--- config.mk ---
export PLATFORM = sky130hd
export DESIGN_NAME = smb_alert_resp
export DESIGN_NICKNAME = d
export VERILOG_FILES = /design/src/rtl/smb_alert_pkg.sv /design/src/rtl/smb_line_filter.sv /design/src/rtl/smb_alert_gate.sv /design/src/rtl/smb_ara_fsm.sv /design/src/rtl/smb_alert_resp.sv
export SDC_FILE = /design/constraint.sdc
export NUM_CORES = 1
export LEC_CHECK = 0
export ABC_AREA = 1
export BUFFER_PORTS_ARGS = -buffer_cell sky130_fd_sc_hd__buf_2
export CAP_MARGIN = 20
export CORE_ASPECT_RATIO = 1.4
export CORE_MARGIN = 5
export CORE_UTILIZATION = 40
export CTS_CLUSTER_DIAMETER = 150
export DETAILED_ROUTE_END_ITERATION = 10
export SYNTH_ARGS = -nofsm -noshare
export SYNTH_HDL_FRONTEND = slang
export SYNTH_SLANG_ARGS = --single-unit
--- constraint.sdc ---
create_clock -name clk_i -period 1.79 [get_ports clk_i]
set_input_delay 0.2685 -clock clk_i [delete_from_list [all_inputs] [get_ports clk_i]]
set_output_delay 0.2685 -clock clk_i [all_outputs]
set_load 0.05 [all_outputs]
--- src/rtl/smb_alert_pkg.sv ---
package smb_alert_pkg;
  typedef enum logic [2:0] {
    ST_IDLE,
    ST_ADDR,
    ST_AACK,
    ST_DATA,
    ST_DACK
  } ara_state_e;

  localparam logic [6:0] ARA_ADDR = 7'b0001100;
  localparam int unsigned BYTE_BITS = 8;
endpackage

--- src/rtl/smb_line_filter.sv ---
module smb_line_filter #(
  parameter int unsigned SYNC_STAGES = 2
) (
  input  logic clk_i,
  input  logic rst_ni,
  input  logic line_i,
  output logic line_o,
  output logic rise_o,
  output logic fall_o
);
  logic [SYNC_STAGES-1:0] sync_q;
  logic hist_q, filt_q, prev_q;

  generate
    if (SYNC_STAGES == 1) begin : g_one
      always_ff @(posedge clk_i or negedge rst_ni)
        if (!rst_ni) sync_q <= '1;
        else         sync_q <= line_i;
    end else begin : g_many
      always_ff @(posedge clk_i or negedge rst_ni)
        if (!rst_ni) sync_q <= '1;
        else         sync_q <= {sync_q[SYNC_STAGES-2:0], line_i};
    end
  endgenerate

  // accept a level only after two equal samples
  always_ff @(posedge clk_i or negedge rst_ni) begin
    if (!rst_ni) begin
      hist_q <= 1'b1;
      filt_q <= 1'b1;
      prev_q <= 1'b1;
    end else begin
      hist_q <= sync_q[SYNC_STAGES-1];
      if (sync_q[SYNC_STAGES-1] == hist_q) filt_q <= hist_q;
      prev_q <= filt_q;
    end
  end

  assign line_o = filt_q;
  assign rise_o = filt_q & ~prev_q;
  assign fall_o = ~filt_q & prev_q;

  a_r10_no_single_cycle_pass: assert property (@(posedge clk_i) disable iff (!rst_ni)
    $rose(rise_o) |=> !rise_o);
endmodule

--- src/rtl/smb_alert_gate.sv ---
module smb_alert_gate #(
  parameter int unsigned N_TEMP = 2,
  parameter int unsigned N_VOLT = 4,
  parameter int unsigned N_FAN  = 2
) (
  input  logic              clk_i,
  input  logic              rst_ni,
  input  logic [N_TEMP-1:0] stat_temp_i,
  input  logic [N_VOLT-1:0] stat_volt_i,
  input  logic [N_FAN-1:0]  stat_fan_i,
  input  logic              en_temp_i,
  input  logic              en_volt_i,
  input  logic              en_fan_i,
  input  logic              ien_we_i,
  input  logic              ien_wd_i,
  input  logic              ara_ack_i,
  input  logic              mon_tick_i,
  input  logic              nopin_i,
  output logic              int_en_o,
  output logic              alert_o,
  output logic              respond_o
);
  logic pending, int_en_q, alert_q;

  assign pending = (|stat_temp_i & en_temp_i) |
                   (|stat_volt_i & en_volt_i) |
                   (|stat_fan_i  & en_fan_i);

  always_ff @(posedge clk_i or negedge rst_ni) begin
    if (!rst_ni) begin
      int_en_q <= 1'b0;
      alert_q  <= 1'b0;
    end else begin
      if (ara_ack_i)     int_en_q <= 1'b0;
      else if (ien_we_i) int_en_q <= ien_wd_i;
      // new alerts only on a monitoring strobe; an existing one holds while armed
      alert_q <= int_en_q & pending & (alert_q | mon_tick_i);
    end
  end

  assign int_en_o  = int_en_q;
  assign alert_o   = alert_q & ~nopin_i;
  assign respond_o = nopin_i ? (int_en_q & pending) : alert_q;

  a_r2_raise_on_tick: assert property (@(posedge clk_i) disable iff (!rst_ni)
    $rose(alert_q) |-> $past(mon_tick_i));
  a_r1_alert_needs_source: assert property (@(posedge clk_i) disable iff (!rst_ni)
    alert_q |-> $past(pending & int_en_q));
  a_r5_ack_clears_enable: assert property (@(posedge clk_i) disable iff (!rst_ni)
    ara_ack_i |=> !int_en_q);
  a_r6_no_alert_on_rearm: assert property (@(posedge clk_i) disable iff (!rst_ni)
    $rose(int_en_q) |-> !alert_q);
endmodule

--- src/rtl/smb_ara_fsm.sv ---
module smb_ara_fsm
  import smb_alert_pkg::*;
(
  input  logic       clk_i,
  input  logic       rst_ni,
  input  logic       scl_f_i,
  input  logic       scl_rise_i,
  input  logic       scl_fall_i,
  input  logic       sda_f_i,
  input  logic       sda_rise_i,
  input  logic       sda_fall_i,
  input  logic [6:0] dev_addr_i,
  input  logic       respond_i,
  output logic       sda_pd_o,
  output logic       ack_o
);
  ara_state_e state_q;
  logic [3:0] cnt_q;
  logic [7:0] shreg_q, tx_q;
  logic       pd_q, ack_q;
  logic       start_c, stop_c, hit_c;

  assign start_c = scl_f_i & sda_fall_i;
  assign stop_c  = scl_f_i & sda_rise_i;
  assign hit_c   = (shreg_q[7:1] == ARA_ADDR) & shreg_q[0] & respond_i;

  always_ff @(posedge clk_i or negedge rst_ni) begin
    if (!rst_ni) begin
      state_q <= ST_IDLE;
      cnt_q   <= '0;
      shreg_q <= '0;
      tx_q    <= '0;
      pd_q    <= 1'b0;
      ack_q   <= 1'b0;
    end else begin
      ack_q <= 1'b0;
      if (start_c) begin
        state_q <= ST_ADDR;
        cnt_q   <= '0;
        pd_q    <= 1'b0;
      end else if (stop_c) begin
        state_q <= ST_IDLE;
        pd_q    <= 1'b0;
      end else begin
        unique case (state_q)
          ST_ADDR: begin
            if (scl_rise_i) begin
              shreg_q <= {shreg_q[6:0], sda_f_i};
              cnt_q   <= cnt_q + 4'd1;
            end else if (scl_fall_i && cnt_q == 4'(BYTE_BITS)) begin
              if (hit_c) begin
                state_q <= ST_AACK;
                pd_q    <= 1'b1;
                ack_q   <= 1'b1;
              end else begin
                state_q <= ST_IDLE;
              end
            end
          end
          ST_AACK: begin
            if (scl_fall_i) begin
              state_q <= ST_DATA;
              tx_q    <= {dev_addr_i, 1'b0};
              pd_q    <= ~dev_addr_i[6];
              cnt_q   <= '0;
            end
          end
          ST_DATA: begin
            if (scl_rise_i) begin
              cnt_q <= cnt_q + 4'd1;
            end else if (scl_fall_i) begin
              if (cnt_q == 4'(BYTE_BITS)) begin
                pd_q    <= 1'b0;
                state_q <= ST_DACK;
              end else begin
                pd_q <= ~tx_q[6];
                tx_q <= {tx_q[6:0], 1'b0};
              end
            end
          end
          ST_DACK: if (scl_rise_i) state_q <= ST_IDLE;
          default: ;
        endcase
      end
    end
  end

  assign sda_pd_o = pd_q;
  assign ack_o    = ack_q;

  a_r9_pd_moves_scl_low: assert property (@(posedge clk_i) disable iff (!rst_ni)
    !$stable(pd_q) |-> !scl_f_i);
  a_r4_ack_needs_respond: assert property (@(posedge clk_i) disable iff (!rst_ni)
    ack_q |-> $past(respond_i));
  a_r3_ack_bit_low: assert property (@(posedge clk_i) disable iff (!rst_ni)
    (state_q == ST_AACK) |-> pd_q);
  a_r8_released_in_addr: assert property (@(posedge clk_i) disable iff (!rst_ni)
    (state_q == ST_IDLE || state_q == ST_ADDR) |-> !pd_q);
endmodule

--- src/rtl/smb_alert_resp.sv ---
module smb_alert_resp #(
  parameter int unsigned N_TEMP      = 2,
  parameter int unsigned N_VOLT      = 4,
  parameter int unsigned N_FAN       = 2,
  parameter int unsigned SYNC_STAGES = 2
) (
  input  logic              clk_i,
  input  logic              rst_ni,
  input  logic              scl_i,
  input  logic              sda_i,
  output logic              sda_pd_o,
  output logic              alert_o,
  input  logic [N_TEMP-1:0] stat_temp_i,
  input  logic [N_VOLT-1:0] stat_volt_i,
  input  logic [N_FAN-1:0]  stat_fan_i,
  input  logic              en_temp_i,
  input  logic              en_volt_i,
  input  logic              en_fan_i,
  input  logic              ien_we_i,
  input  logic              ien_wd_i,
  output logic              int_en_o,
  input  logic              mon_tick_i,
  input  logic [6:0]        dev_addr_i,
  input  logic              nopin_i
);
  logic scl_f, scl_rise, scl_fall;
  logic sda_f, sda_rise, sda_fall;
  logic respond, ara_ack;

  smb_line_filter #(.SYNC_STAGES(SYNC_STAGES)) u_scl (
    .clk_i, .rst_ni, .line_i(scl_i),
    .line_o(scl_f), .rise_o(scl_rise), .fall_o(scl_fall)
  );

  smb_line_filter #(.SYNC_STAGES(SYNC_STAGES)) u_sda (
    .clk_i, .rst_ni, .line_i(sda_i),
    .line_o(sda_f), .rise_o(sda_rise), .fall_o(sda_fall)
  );

  smb_alert_gate #(.N_TEMP(N_TEMP), .N_VOLT(N_VOLT), .N_FAN(N_FAN)) u_gate (
    .clk_i, .rst_ni,
    .stat_temp_i, .stat_volt_i, .stat_fan_i,
    .en_temp_i, .en_volt_i, .en_fan_i,
    .ien_we_i, .ien_wd_i,
    .ara_ack_i(ara_ack),
    .mon_tick_i, .nopin_i,
    .int_en_o, .alert_o,
    .respond_o(respond)
  );

  smb_ara_fsm u_fsm (
    .clk_i, .rst_ni,
    .scl_f_i(scl_f), .scl_rise_i(scl_rise), .scl_fall_i(scl_fall),
    .sda_f_i(sda_f), .sda_rise_i(sda_rise), .sda_fall_i(sda_fall),
    .dev_addr_i,
    .respond_i(respond),
    .sda_pd_o,
    .ack_o(ara_ack)
  );

  a_r7_strap_keeps_pin_quiet: assert property (@(posedge clk_i) disable iff (!rst_ni)
    (nopin_i && $past(nopin_i)) |-> !alert_o);
endmodule

==> results.txt, run 1 <==
----------------------------------------------------
[Run status]
  Outcome ... finished, final reports clean

[STA]
  Number of failing hold endpoints at the final stage ... 0
  Clock skew ... ~8.4 ps
  Setup slack after layout ... 153 ps
  Final total negative setup slack ... 0 ps
  Rel. slew slack ... 0.734
  Setup violation total in the final timing report ... 0
  Clock period minus final worst setup slack ... 1640 ps
  Peak Freq ... 611 MHz
  Number of max-slew violations in the final report ... 0
  Tightest Pin Transition ... 396 ps
  Ratio of final minimum period to clock period ... 0.914

[Critical path]
  Critical path endpoint ... u_fsm.cnt_q[2]
  Crit-path max cell delay ... 610 ps
  Cell breakdown of the critical path ... nand3_2, nand2_1, inv_2, nand2_1, nand3_2, inv_2, nand2_1, xor2_1, nor2_1
  Type of element capturing the critical path ... register
  Critical path launch point ... u_scl.line_o
  Critical R2R Launch ... u_scl.line_o
  Cell at the slowest stage of the critical path ... sky130_fd_sc_hd__dfstp_2
  Required arrival time at the worst endpoint ... 2010 ps
  Crit path kind ... register to register
  Most common cell type on the critical path ... sky130_fd_sc_hd__nand2_1
  Worst setup slack for register-to-register paths ... 150 ps
  Worst EP arrival ... 1860 ps
  Terminus of the critical flop-to-flop path ... u_fsm.cnt_q[2]
  Worst Reg-to-Reg Cells ... 9
  Crit-path max FO ... 7
  Sort of element at the start of the critical path ... register

[Yosys]
  Post-synthesis simple-gate area fraction ... 0.254
  Number of register bits inferred by synthesis ... 35
  Synth async-reset ratio ... 1.00
  Dominant combinational cell family by area after synthesis ... simple AND/OR/NAND/NOR gates
  Top flip-flop cell by instance count after synthesis ... sky130_fd_sc_hd__dfrtp_1
  Post-Synthesis Net Count ... 225
  Complex-gate fraction of the synthesized area ... 0.116
  Avg Synthesized Cell Area ... approximately 8.7 um2
  Post-Synthesis Cells ... 197
  Multiplexer area fraction after synthesis ... 0
  EDFF count, synth ... 0
  Yosys warning count ... 0
  Netlist Area Pre-Place ... 1710 um2
  Xor/xnor cell area share of the yosys netlist ... 0.00513
  Distinct cells, synth ... 32
  Sequential element share of the synthesized area ... 0.521
  Adder-Cell Fraction of Synth Area ... 0.0264

[Floorplanning]
  Initial core utilization ... 0.409
  Floorplan core area ... 4170 um2
  I/O pin count ... 29
  Number of standard-cell rows in the floorplan ... 28
  Die width ... about 65 um
  Area of the die ... 5690 um2
  Height of the die ... 87.3 um

[Clock tree]
  Cts bufs inserted ... 5
  Master cell of the clock root buffer ... sky130_fd_sc_hd__clkbuf_8
  Clock transition time at the flip-flop clock pins of the worst setup and hold paths ... ~70 ps
  Clock tree from TritonCTS ... done
  Clk buf depth ... 2
  TritonCTS sink count ... 35
  Post-CTS setup buffer count ... 0
  Number of H-tree branching levels ... 2
  Clk_lat worst skew ... ~290 ps

[Routing]
  Average via count per standard cell ... 4.79
  Number of remaining DRC errors ... 0
  Drt wl/cell ... roughly 11 um
  Remaining antenna violation count after routing ... 0
  Routed wire length ... between 3000 and 4000 um
  DR iter-0 viols ... 26
  Drt pass-1 iters ... 4
  Number of vias after detailed routing ... 1342

[Power and ir drop]
  Switching component of the power ... 1.06 mW
  Lkg Pwr ... 1.00 nW
  Share of total power in the clock network ... 0.217
  Worst ir drop on vdd ... 0.000591 V
  Power Dens Cells ... 1360 nW/um2
  Seq pwr share ... 0.427
  Total design power ... 2.76 mW
  Cell internal power dissipation ... 1.71 mW
  Proportion of power drawn by combinational gates ... 0.357
  Fraction of power spent switching nets ... 0.382

[Min path]
  Startpoint of the lowest-slack hold path ... scl_i
  Worst Hold Class ... primary input to register

[Placement]
  Half-perimeter wire length after placement ... 2300 um
  Placed instance count ... roughly 270
  Final weighted congestion in routability-driven placement ... 0.802
  Port buffer count ... 28
  Worst setup slack after placement ... 150 ps

[Final layout]
  Fraction of final layout cells with drive strength greater than 1 ... 0.306
  Most frequent standard cell in the layout excluding fill and tap cells ... sky130_fd_sc_hd__nand2_1
  Synth-to-Final Area Change ... 19.1%
  Number of filler instances in the final layout ... 394
  Number of nets in the final layout ... roughly 260
  Top library cells by usage in the layout, fill and taps aside ... sky130_fd_sc_hd__nand2_1, sky130_fd_sc_hd__buf_2, sky130_fd_sc_hd__dfrtp_1, sky130_fd_sc_hd__inv_1, sky130_fd_sc_hd__nor2_1
  Utilization after layout ... 0.488
  # diodes ... 0
  Cell Count, Final, Fillers Out ... between 200 and 300

[Global route]
  Total congestion overflow after global routing ... 0
  Pin count of the biggest net entering global routing ... 36
  Global-route wire length before repair ... 5640 um
  Total track usage ... 0.128
  Number of antenna violations at the first check in global routing ... 0
  Vias in the first global route ... 1325

[Job]
  Number of max-cap violations ... 0

----------------------------------------------------
sequential cells by signal, summed over array words and instances, names as in the netlist:
register	count
u_fsm.sda_pd_o	1
u_gate.alert_q	1
u_scl.sync_q	2
u_scl.line_o	1
u_fsm.tx_q	6
u_sda.line_o	1
u_fsm.shreg_q	8
u_sda.prev_q	1
u_fsm.state_q	3
u_fsm.cnt_q	4
u_gate.int_en_o	1
u_scl.hist_q	1
u_sda.hist_q	1
u_fsm.ack_o	1
u_scl.prev_q	1
u_sda.sync_q	2
layout make-up:
| cell class | instances | area, um2 | share of cell area |
|---|---|---|---|
| timing repair buffer | 33 | 193 | 0.0948 |
| clock inverter | 2 | 16.3 | 0.00800 |
| tap | 45 | 56.3 | 0.0277 |
| multi-input combinational | 130 | 688 | 0.338 |
| sequential | 35 | 888 | 0.437 |
| clock buffer | 6 | 82.6 | 0.0406 |
| inverter | 29 | 109 | 0.0535 |
metal layers:
metal / track usage / up-vias / share of wire
met5: 0 / - / 0
met4: 0.0660 / 0 / 0.028
met3: 0.0426 / 8 / 0.067
met2: 0.205 / 36 / 0.44
met1: 0.152 / 592 / 0.46
li1: - / 706 / -
metrics by stage:
step,hold WS [ps],instance area (um2)
finish,70.9,2030
global route,51.6,2030
CTS,59.6,2030
detailed placement,246,1920
global placement,245,1920
floorplan,-27.1,1710
cell usage after synthesis, types with 4 or more instances:
cell type                  instances  area [um2]
sky130_fd_sc_hd__nor2_2            4        25.0
sky130_fd_sc_hd__o21ai_0           6        30.0
sky130_fd_sc_hd__nand3_1           9        45.0
sky130_fd_sc_hd__nand2_1          42         158
sky130_fd_sc_hd__nor2_1           24        90.1
sky130_fd_sc_hd__o211ai_1          4        30.0
sky130_fd_sc_hd__inv_2             6        22.5
sky130_fd_sc_hd__a21oi_2           4        35.0
sky130_fd_sc_hd__inv_1            23        86.3
sky130_fd_sc_hd__dfstp_2          10         263
sky130_fd_sc_hd__dfrtp_1          25         626
sky130_fd_sc_hd__o21ai_1          12        60.1
worst min path at each step:
stage	cells after the start	slack [ps]	to
2_1_floorplan	0	-30	u_fsm.ack_o
3_3_place_gp	2	240	u_fsm.state_q[0]
3_5_place_dp	2	250	u_fsm.cnt_q[3]
4_1_cts	1	60	u_scl.sync_q[0]
5_1_grt	1	50	u_scl.sync_q[0]
6_report	1	70	u_scl.sync_q[0]
critical path, delay by kind of cell (launching register included):
family	cells	cell delay, ps
and+or+nand+nor	6	630
DFF	1	610
buffers and inverters	2	180
xor gates and xnor gates	1	140
cells by family after synthesis:
logic type	after synthesis
and+or+nand+nor	93
DFF	35
AOI/OAI and AO/OA	32
adders and majority gates	4
buffers and inverters	32
xor gates and xnor gates	1
power groups by stage:
| stage | Combinational [mW] | Sequential (mW) | Clock (mW) |
|---|---|---|---|
| after global routing | 1.15 | 1.21 | 0.659 |
| after CTS | 0.996 | 1.18 | 0.626 |
| after global placement | 0.985 | 1.19 | 0 |
| after detailed placement | 0.993 | 1.19 | 0 |
| after floorplan | 0.741 | 1.21 | 0 |
| final | 0.985 | 1.18 | 0.599 |
what timing repair did:
| action | CTS | global route |
|---|---|---|
| gates resized for setup | 0 | 1 |
| hold buffers | 1 | 0 |
| hold endpoints to repair | 25 | 0 |
| setup endpoints to repair | 0 | 4 |
Power figures use the tool's default switching activity.
==> run 2, diff against run 1 <==
--- a/config.mk
+++ b/config.mk
@@ -12,7 +12,10 @@
 export CORE_MARGIN = 5
 export CORE_UTILIZATION = 40
 export CTS_CLUSTER_DIAMETER = 150
+export CTS_CLUSTER_SIZE = 12
 export DETAILED_ROUTE_END_ITERATION = 10
+export PLACE_DENSITY_LB_ADDON = 0.15
+export SLEW_MARGIN = 15
 export SYNTH_ARGS = -nofsm -noshare
 export SYNTH_HDL_FRONTEND = slang
 export SYNTH_SLANG_ARGS = --single-unit
==> run 2 against run 1 <==
Compared with the run above:
- the flow now finishes with violations (negative hold slack)
- utilization unchanged
- register-to-register slack improved by 20 ps
- via count is 0.30% higher
- count of clock-buffer cells in the layout fell by 1
- fmax increased by 1.5%
- routed wire length increased by 1.0%
- non-clock buffer count stayed put
- largest cell class unchanged
==> results.txt, run 2 (synthesis results as in run 1) <==
----------------------------------------------------
[Critical path]
  Sort of element at the start of the critical path ... register
  Family with the most delay on the worst path ... flip-flops
  Most common cell type on the critical path ... sky130_fd_sc_hd__inv_1
  Count of buffering cells on the critical path with inverters included ... 3
  Critical R2R Launch ... u_sda.line_o
  Cell at the slowest stage of the critical path ... sky130_fd_sc_hd__dfstp_2
  Crit-path max FO ... 12
  Critical path launch point ... u_sda.line_o
  Crit path kind ... register to register
  Terminus of the critical flop-to-flop path ... u_fsm.tx_q[6]
  Worst setup slack for register-to-register paths ... 180 ps
  Cell breakdown of the critical path ... inv_1, nand3_2, nand2_4, nor2_2, inv_1, a21oi_2, buf_4, nand2_1, o21a_1
  Critical path endpoint ... u_fsm.tx_q[6]
  Crit-path max cell delay ... ~570 ps
  Type of element capturing the critical path ... register
  Required arrival time at the worst endpoint ... around 2000 ps
  Worst EP arrival ... 1800 ps
  Worst Reg-to-Reg Cells ... 9
  Number of cells on the critical path ... 9

[Final layout]
  # diodes ... 0
  Largest register by flop count ... u_fsm.shreg_q
  Most frequent standard cell in the layout excluding fill and tap cells ... sky130_fd_sc_hd__nand2_1
  Fraction of final layout cells with drive strength greater than 1 ... 0.306
  Cell Count, Final, Fillers Out ... 280
  Sequential Area ... 888 um2
  Number of filler instances in the final layout ... 414
  Top library cells by usage in the layout, fill and taps aside ... sky130_fd_sc_hd__nand2_1, sky130_fd_sc_hd__buf_2, sky130_fd_sc_hd__dfrtp_1, sky130_fd_sc_hd__nor2_1, sky130_fd_sc_hd__inv_1
  Synth-to-Final Area Change ... 19.1%
  Multi-input combinational cell area ... between 600 and 700 um2
  Max FFs per register ... 8
  Utilization after layout ... 0.488
  Number of nets in the final layout ... 262
  Largest registers ... u_fsm.shreg_q x8, u_fsm.tx_q x6, u_fsm.cnt_q x4
  Final design instance area without fill ... a little over 2000 um2

[STA]
  Tightest Pin Transition ... 427 ps
  Ratio of final minimum period to clock period ... 0.901
  Number of max-slew violations in the final report ... 0
  Peak Freq ... a little over 600 MHz
  Rel. slew slack ... 0.715
  Clock skew ... 11.4 ps
  Setup violation total in the final timing report ... 0
  Setup repair after global routing missed its margin ... false
  Number of failing hold endpoints at the final stage ... 4
  Clock period minus final worst setup slack ... 1610 ps
  Worst Hold Slack ... -14.5 ps
  Setup slack after layout ... 178 ps
  Final total negative setup slack ... 0 ps

[Clock tree]
  Number of H-tree branching levels ... 2
  Master cell of the clock root buffer ... sky130_fd_sc_hd__clkbuf_8
  Post-cts repair resize count ... 0
  Clk_lat worst skew ... 290 ps
  Clock tree from TritonCTS ... done
  TritonCTS sink count ... 35
  Cts bufs inserted ... 5
  Clock transition time at the flip-flop clock pins of the worst setup and hold paths ... roughly 80 ps
  Total of hold buffers inserted after clock tree synthesis ... 0
  Post-CTS setup buffer count ... 0
  Clk buf depth ... 2

[Floorplanning]
  Number of standard-cell rows in the floorplan ... 28
  Area of the die ... 5690 um2
  I/O pin count ... 29
  Initial core utilization ... 0.409
  Floorplan core area ... 4170 um2
  Height of the die ... 87.3 um
  Die width ... about 65 um

[Run status]
  Outcome ... finished with violations
  Violated checks ... negative hold slack

[Power and ir drop]
  Share of total power in the clock network ... 0.252
  Cell internal power dissipation ... about 1.8 mW
  Switching component of the power ... 1.07 mW
  Proportion of power drawn by combinational gates ... 0.341
  Power Dens Cells ... 1420 nW/um2
  Total design power ... 2.88 mW
  Seq pwr share ... 0.407
  Fraction of power spent switching nets ... 0.371
  Lkg Pwr ... 1.01 nW
  Worst ir drop on vdd ... 0.00117 V

[Routing]
  Routed wire length ... 3100 um
  Number of remaining DRC errors ... 0
  Remaining antenna violation count after routing ... 0
  Drt pass-1 iters ... 4
  Average via count per standard cell ... between 4 and 5
  DR iter-0 viols ... 23
  Drt wl/cell ... 11.1 um
  Number of vias after detailed routing ... 1346

[Placement]
  Port buffer count ... 28
  Total placed instance area ... 1920 um2
  Final weighted congestion in routability-driven placement ... 0.837
  Worst setup slack after placement ... 191 ps
  Placed instance count ... between 200 and 300
  Half-perimeter wire length after placement ... 2340 um

[Global route]
  Vias in the first global route ... 1333
  Total track usage ... 0.123
  Total congestion overflow after global routing ... 0
  Number of antenna violations at the first check in global routing ... 0
  Pin count of the biggest net entering global routing ... 36
  Global-route wire length before repair ... 5490 um

[Job]
  Number of max-cap violations ... 0

[Min path]
  Worst Hold Class ... primary input to async pin

----------------------------------------------------
==> run 2: changes by cell type in the layout (fill, tap and decap cells not counted) <==
cell,delta
sky130_fd_sc_hd__clkbuf_8,-1
sky130_fd_sc_hd__clkinvlp_4,-1
sky130_fd_sc_hd__nor2_1,+1
sky130_fd_sc_hd__dlygate4sd3_1,-1
sky130_fd_sc_hd__nor2_2,-1
sky130_fd_sc_hd__buf_12,-1
sky130_fd_sc_hd__buf_4,+2
sky130_fd_sc_hd__inv_6,+1
sky130_fd_sc_hd__bufinv_16,+1
==> run 2: how the worst min path moves through the flow <==
| stage | endpoint | start |
|---|---|---|
| after global placement | u_fsm.shreg_q[4] | rst_ni |
| final | u_fsm.shreg_q[4] | rst_ni |
| after floorplan | u_fsm.ack_o | rst_ni |
| after global routing | u_fsm.shreg_q[3] | rst_ni |
| after CTS | u_fsm.shreg_q[3] | rst_ni |
| after detailed placement | u_fsm.shreg_q[4] | rst_ni |
==> run 2: layer usage <==
layer  track usage  vias up  routed length [um]
met4        0.0509        0                  59
met1         0.135      600                1340
met5             0        -                   0
met3        0.0336        5                 188
met2         0.220       33                1510
li1              -      708                   -
==> run 2: layout make-up <==
type,instances,area share
flip-flops and latches,35,0.437
clock inverters,3,0.0234
clock buffers,5,0.0338
repair buffers,33,0.0874
well taps,45,0.0277
multi-input cells,130,0.337
inverters,29,0.0535
==> run 2: power groups by stage <==
stage	clock network, mW	registers, mW	logic (mW)
floorplan	0	1.21	0.741
global placement	0	1.19	0.991
detailed placement	0	1.19	0.993
CTS	0.756	1.18	1.00
global route	0.790	1.20	1.12
finish	0.726	1.17	0.983
==> run 3, diff against run 2 <==
--- a/config.mk
+++ b/config.mk
@@ -8,7 +8,7 @@
 export ABC_AREA = 1
 export BUFFER_PORTS_ARGS = -buffer_cell sky130_fd_sc_hd__buf_2
 export CAP_MARGIN = 20
-export CORE_ASPECT_RATIO = 1.4
+export CORE_ASPECT_RATIO = 0.75
 export CORE_MARGIN = 5
 export CORE_UTILIZATION = 40
 export CTS_CLUSTER_DIAMETER = 150
@@ -18,4 +18,5 @@
 export SLEW_MARGIN = 15
 export SYNTH_ARGS = -nofsm -noshare
 export SYNTH_HDL_FRONTEND = slang
+export SYNTH_HIERARCHICAL = 1
 export SYNTH_SLANG_ARGS = --single-unit
==> run 3 against run 2 <==
Compared with the run above:
- the run now ends clean
- worst setup slack worse by 15 ps
- clock skew fell by 5.9 ps
- area after synthesis rose by 5.8%
- cell area rose by 7.3%
- die area rose by 4.9%
- cell count rose by 15%
- via count rose by 8.3%
- flip-flop and latch count unchanged
- combinational power decreased by 34%
- largest cell class unchanged
==> results.txt, run 3 <==
----------------------------------------------------
[STA]
  Rel. slew slack ... 0.712
  Clock period minus final worst setup slack ... about 1600 ps
  Peak Freq ... roughly 610 MHz
  Worst Hold Slack ... 3.81 ps
  Number of max-slew violations in the final report ... 0
  Setup violation total in the final timing report ... 0
  Clock skew ... between 5 and 6 ps
  Tightest Pin Transition ... between 400 and 500 ps
  Number of failing hold endpoints at the final stage ... 0
  Ratio of final minimum period to clock period ... 0.909
  Setup slack after layout ... around 160 ps

[Clock tree]
  TritonCTS sink count ... 35
  Number of H-tree branching levels ... 2
  Clock transition time at the flip-flop clock pins of the worst setup and hold paths ... 80 ps
  Cts bufs inserted ... 5
  Clock tree from TritonCTS ... done
  Master cell of the clock root buffer ... sky130_fd_sc_hd__clkbuf_8
  Clk buf depth ... 2
  Clk_lat worst skew ... 290 ps
  Total of hold buffers inserted after clock tree synthesis ... 0

[Yosys]
  Most frequent cell after synthesis ... sky130_fd_sc_hd__nand2_1
  Post-Synthesis Cells ... 220
  Xor/xnor cell area share of the yosys netlist ... 0.00485
  Top cell type's share of synthesized area ... 0.347
  Largest cells by area after synthesis ... sky130_fd_sc_hd__dfrtp_1, sky130_fd_sc_hd__dfstp_2, sky130_fd_sc_hd__nand2_1
  Netlist Area Pre-Place ... ~1800 um2
  Top flip-flop cell by instance count after synthesis ... sky130_fd_sc_hd__dfrtp_1
  Yosys warning count ... 6
  EDFF count, synth ... 0
  Synth async-reset ratio ... 1.00
  Adder-Cell Fraction of Synth Area ... 0.0139
  Multiplexer area fraction after synthesis ... 0.0340
  Distinct cells, synth ... 30
  Commonest cells in the netlist ... sky130_fd_sc_hd__nand2_1, sky130_fd_sc_hd__nor2_1, sky130_fd_sc_hd__dfrtp_1, sky130_fd_sc_hd__inv_1, sky130_fd_sc_hd__nand3_1
  Post-synthesis simple-gate area fraction ... 0.310
  Number of register bits inferred by synthesis ... 35
  Complex-gate fraction of the synthesized area ... 0.0839
  Dominant combinational cell family by area after synthesis ... simple AND/OR/NAND/NOR gates
  Avg Synthesized Cell Area ... just over 8 um2
  Library cell occupying the most area in the post-synthesis netlist ... sky130_fd_sc_hd__dfrtp_1
  Post-Synthesis Net Count ... 248
  Sequential element share of the synthesized area ... 0.492

[Placement]
  Worst setup slack after placement ... 59.3 ps
  Final weighted congestion in routability-driven placement ... 0.842
  Half-perimeter wire length after placement ... 2570 um
  Port buffer count ... 28

[Run status]
  Outcome ... finished, final reports clean

[Floorplanning]
  Number of standard-cell rows in the floorplan ... 21
  Floorplan core area ... 4410 um2
  Die width ... a little under 90 um
  Area of the die ... approximately 6000 um2
  Height of the die ... 68.2 um
  I/O pin count ... 29
  Initial core utilization ... 0.409

[Final layout]
  Max FFs per register ... 8
  # diodes ... 0
  Number of filler instances in the final layout ... 437
  Top library cells by usage in the layout, fill and taps aside ... sky130_fd_sc_hd__nand2_1, sky130_fd_sc_hd__nor2_1, sky130_fd_sc_hd__buf_2, sky130_fd_sc_hd__dfrtp_1, sky130_fd_sc_hd__inv_1
  Synth-to-Final Area Change ... 20.8%
  Fraction of final layout cells with drive strength greater than 1 ... 0.318
  Most frequent standard cell in the layout excluding fill and tap cells ... sky130_fd_sc_hd__nand2_1
  Number of nets in the final layout ... 291
  Largest register by flop count ... u_fsm/shreg_q
  Largest registers ... u_fsm/shreg_q x8, u_fsm/tx_q x6, u_fsm/cnt_q x4

[Job]
  Number of max-cap violations ... 0

[Global route]
  Number of antenna violations at the first check in global routing ... 0
  Total congestion overflow after global routing ... 0
  Total track usage ... 0.126
  Vias in the first global route ... 1302
  Pin count of the biggest net entering global routing ... 36
  Global-route wire length before repair ... 5780 um

[Routing]
  Drt pass-1 iters ... 4
  Number of remaining DRC errors ... 0
  Number of vias after detailed routing ... 1458
  Remaining antenna violation count after routing ... 0
  Routed wire length ... 3410 um
  Average via count per standard cell ... 4.54
  DR iter-0 viols ... 65
  Drt wl/cell ... approximately 11 um

[Critical path]
  Critical path launch point ... u_sda/prev_q
  Crit path kind ... register to register
  Worst EP arrival ... 1810 ps
  Type of element capturing the critical path ... register
  Crit-path max FO ... 6
  Critical R2R Launch ... u_sda/prev_q
  Sort of element at the start of the critical path ... register
  Required arrival time at the worst endpoint ... 1970 ps

[Power and ir drop]
  Worst ir drop on vdd ... around 0.00065 V
  Lkg Pwr ... approximately 1.1 nW
  Power Dens Cells ... 1080 nW/um2

[Min path]
  Worst Hold Class ... primary input to async pin

----------------------------------------------------
[run 3: cell types whose count changed after synthesis, sizes merged, moves of 3 or more]
cell and delta:
o21ai -4, nor2 +8, nand2 +22, mux2i +5
nand3 +6, o211ai -3, inv -4
[run 3: worst paths after layout]
check / end / slack, ps / depth (start not counted)
worst min register to register: u_sda/sync_q[1] / 360 / 0
worst min-delay path: u_fsm/shreg_q[2] / 4 / 2
max in group asynchronous: u_scl/line_o / 1450 / 2
worst max register to register: u_fsm/state_q[1] / 160 / 11
worst max-delay path: u_fsm/state_q[1] / 160 / 11
min in group clk_i: u_sda/sync_q[0] / 70 / 1
[run 3: cells by family after synthesis]
group | Yosys count
buffers and inverters | 27
AO/OA/AOI/OAI | 24
multiplexers | 6
flip-flops | 35
AND/OR/NAND/NOR | 125
adder cells (fa/ha/maj) | 2
XOR/XNOR | 1
[run 3: critical path: stages, from the launching register on]
cell and delay, ps:
sky130_fd_sc_hd__dfstp_2 540, sky130_fd_sc_hd__inv_1 40, sky130_fd_sc_hd__nor2_1 120, sky130_fd_sc_hd__nand2_1 100
sky130_fd_sc_hd__nand2_2 100, sky130_fd_sc_hd__inv_1 80, sky130_fd_sc_hd__nand3_1 70, sky130_fd_sc_hd__nand2_1 90
sky130_fd_sc_hd__nor2_4 160, sky130_fd_sc_hd__nand2_1 100, sky130_fd_sc_hd__nand2_1 70, sky130_fd_sc_hd__nand2_1 50
[run 3: power by group]
group	switching, mW	internal, mW	leakage [nW]	total [mW]
sequential	0.130	0.993	0.425	1.12
clock	0.301	0.278	0.0408	0.579
combinational	0.392	0.253	0.611	0.645
total	0.822	1.52	1.08	2.35
[run 3: repair_timing]
| item | CTS | global route |
|---|---|---|
| setup buffers | 0 | 1 |
| setup endpoints to repair | 0 | 7 |
| gates resized for setup | 0 | 4 |
[run 3: final cells by class]
type                    instances  area [um2]  share of cell area
repair buffers                 38         215              0.0987
well taps                      57        71.3              0.0327
clock inverters                 3        23.8              0.0109
flip-flops and latches         35         888               0.407
inverters                      25        93.8              0.0430
multi-input cells             158         820               0.376
clock buffers                   5        68.8              0.0316
[run 3: metrics by stage]
stage	setup TNS [ps]	cell area [um2]	std cells	utilization	power [mW]
global placement	0	2070	312	0.469	1.78
detailed placement	0	2070	312	0.469	1.78
global route	-13.2	2180	321	0.494	2.53
finish	0	2180	321	0.494	2.35
floorplan	0	1810	220	-	1.60
CTS	0	2160	320	0.490	2.38
[run 3: layer usage]
metal  wire length, um  vias to the layer above  share of wire  GRT usage
li1                  -                      780              -          -
met4                46                        0          0.013     0.0575
met2              1320                       47           0.39      0.173
met1              1740                      626           0.51      0.177
met5                 0                        -              0          0
met3               307                        5          0.090     0.0421
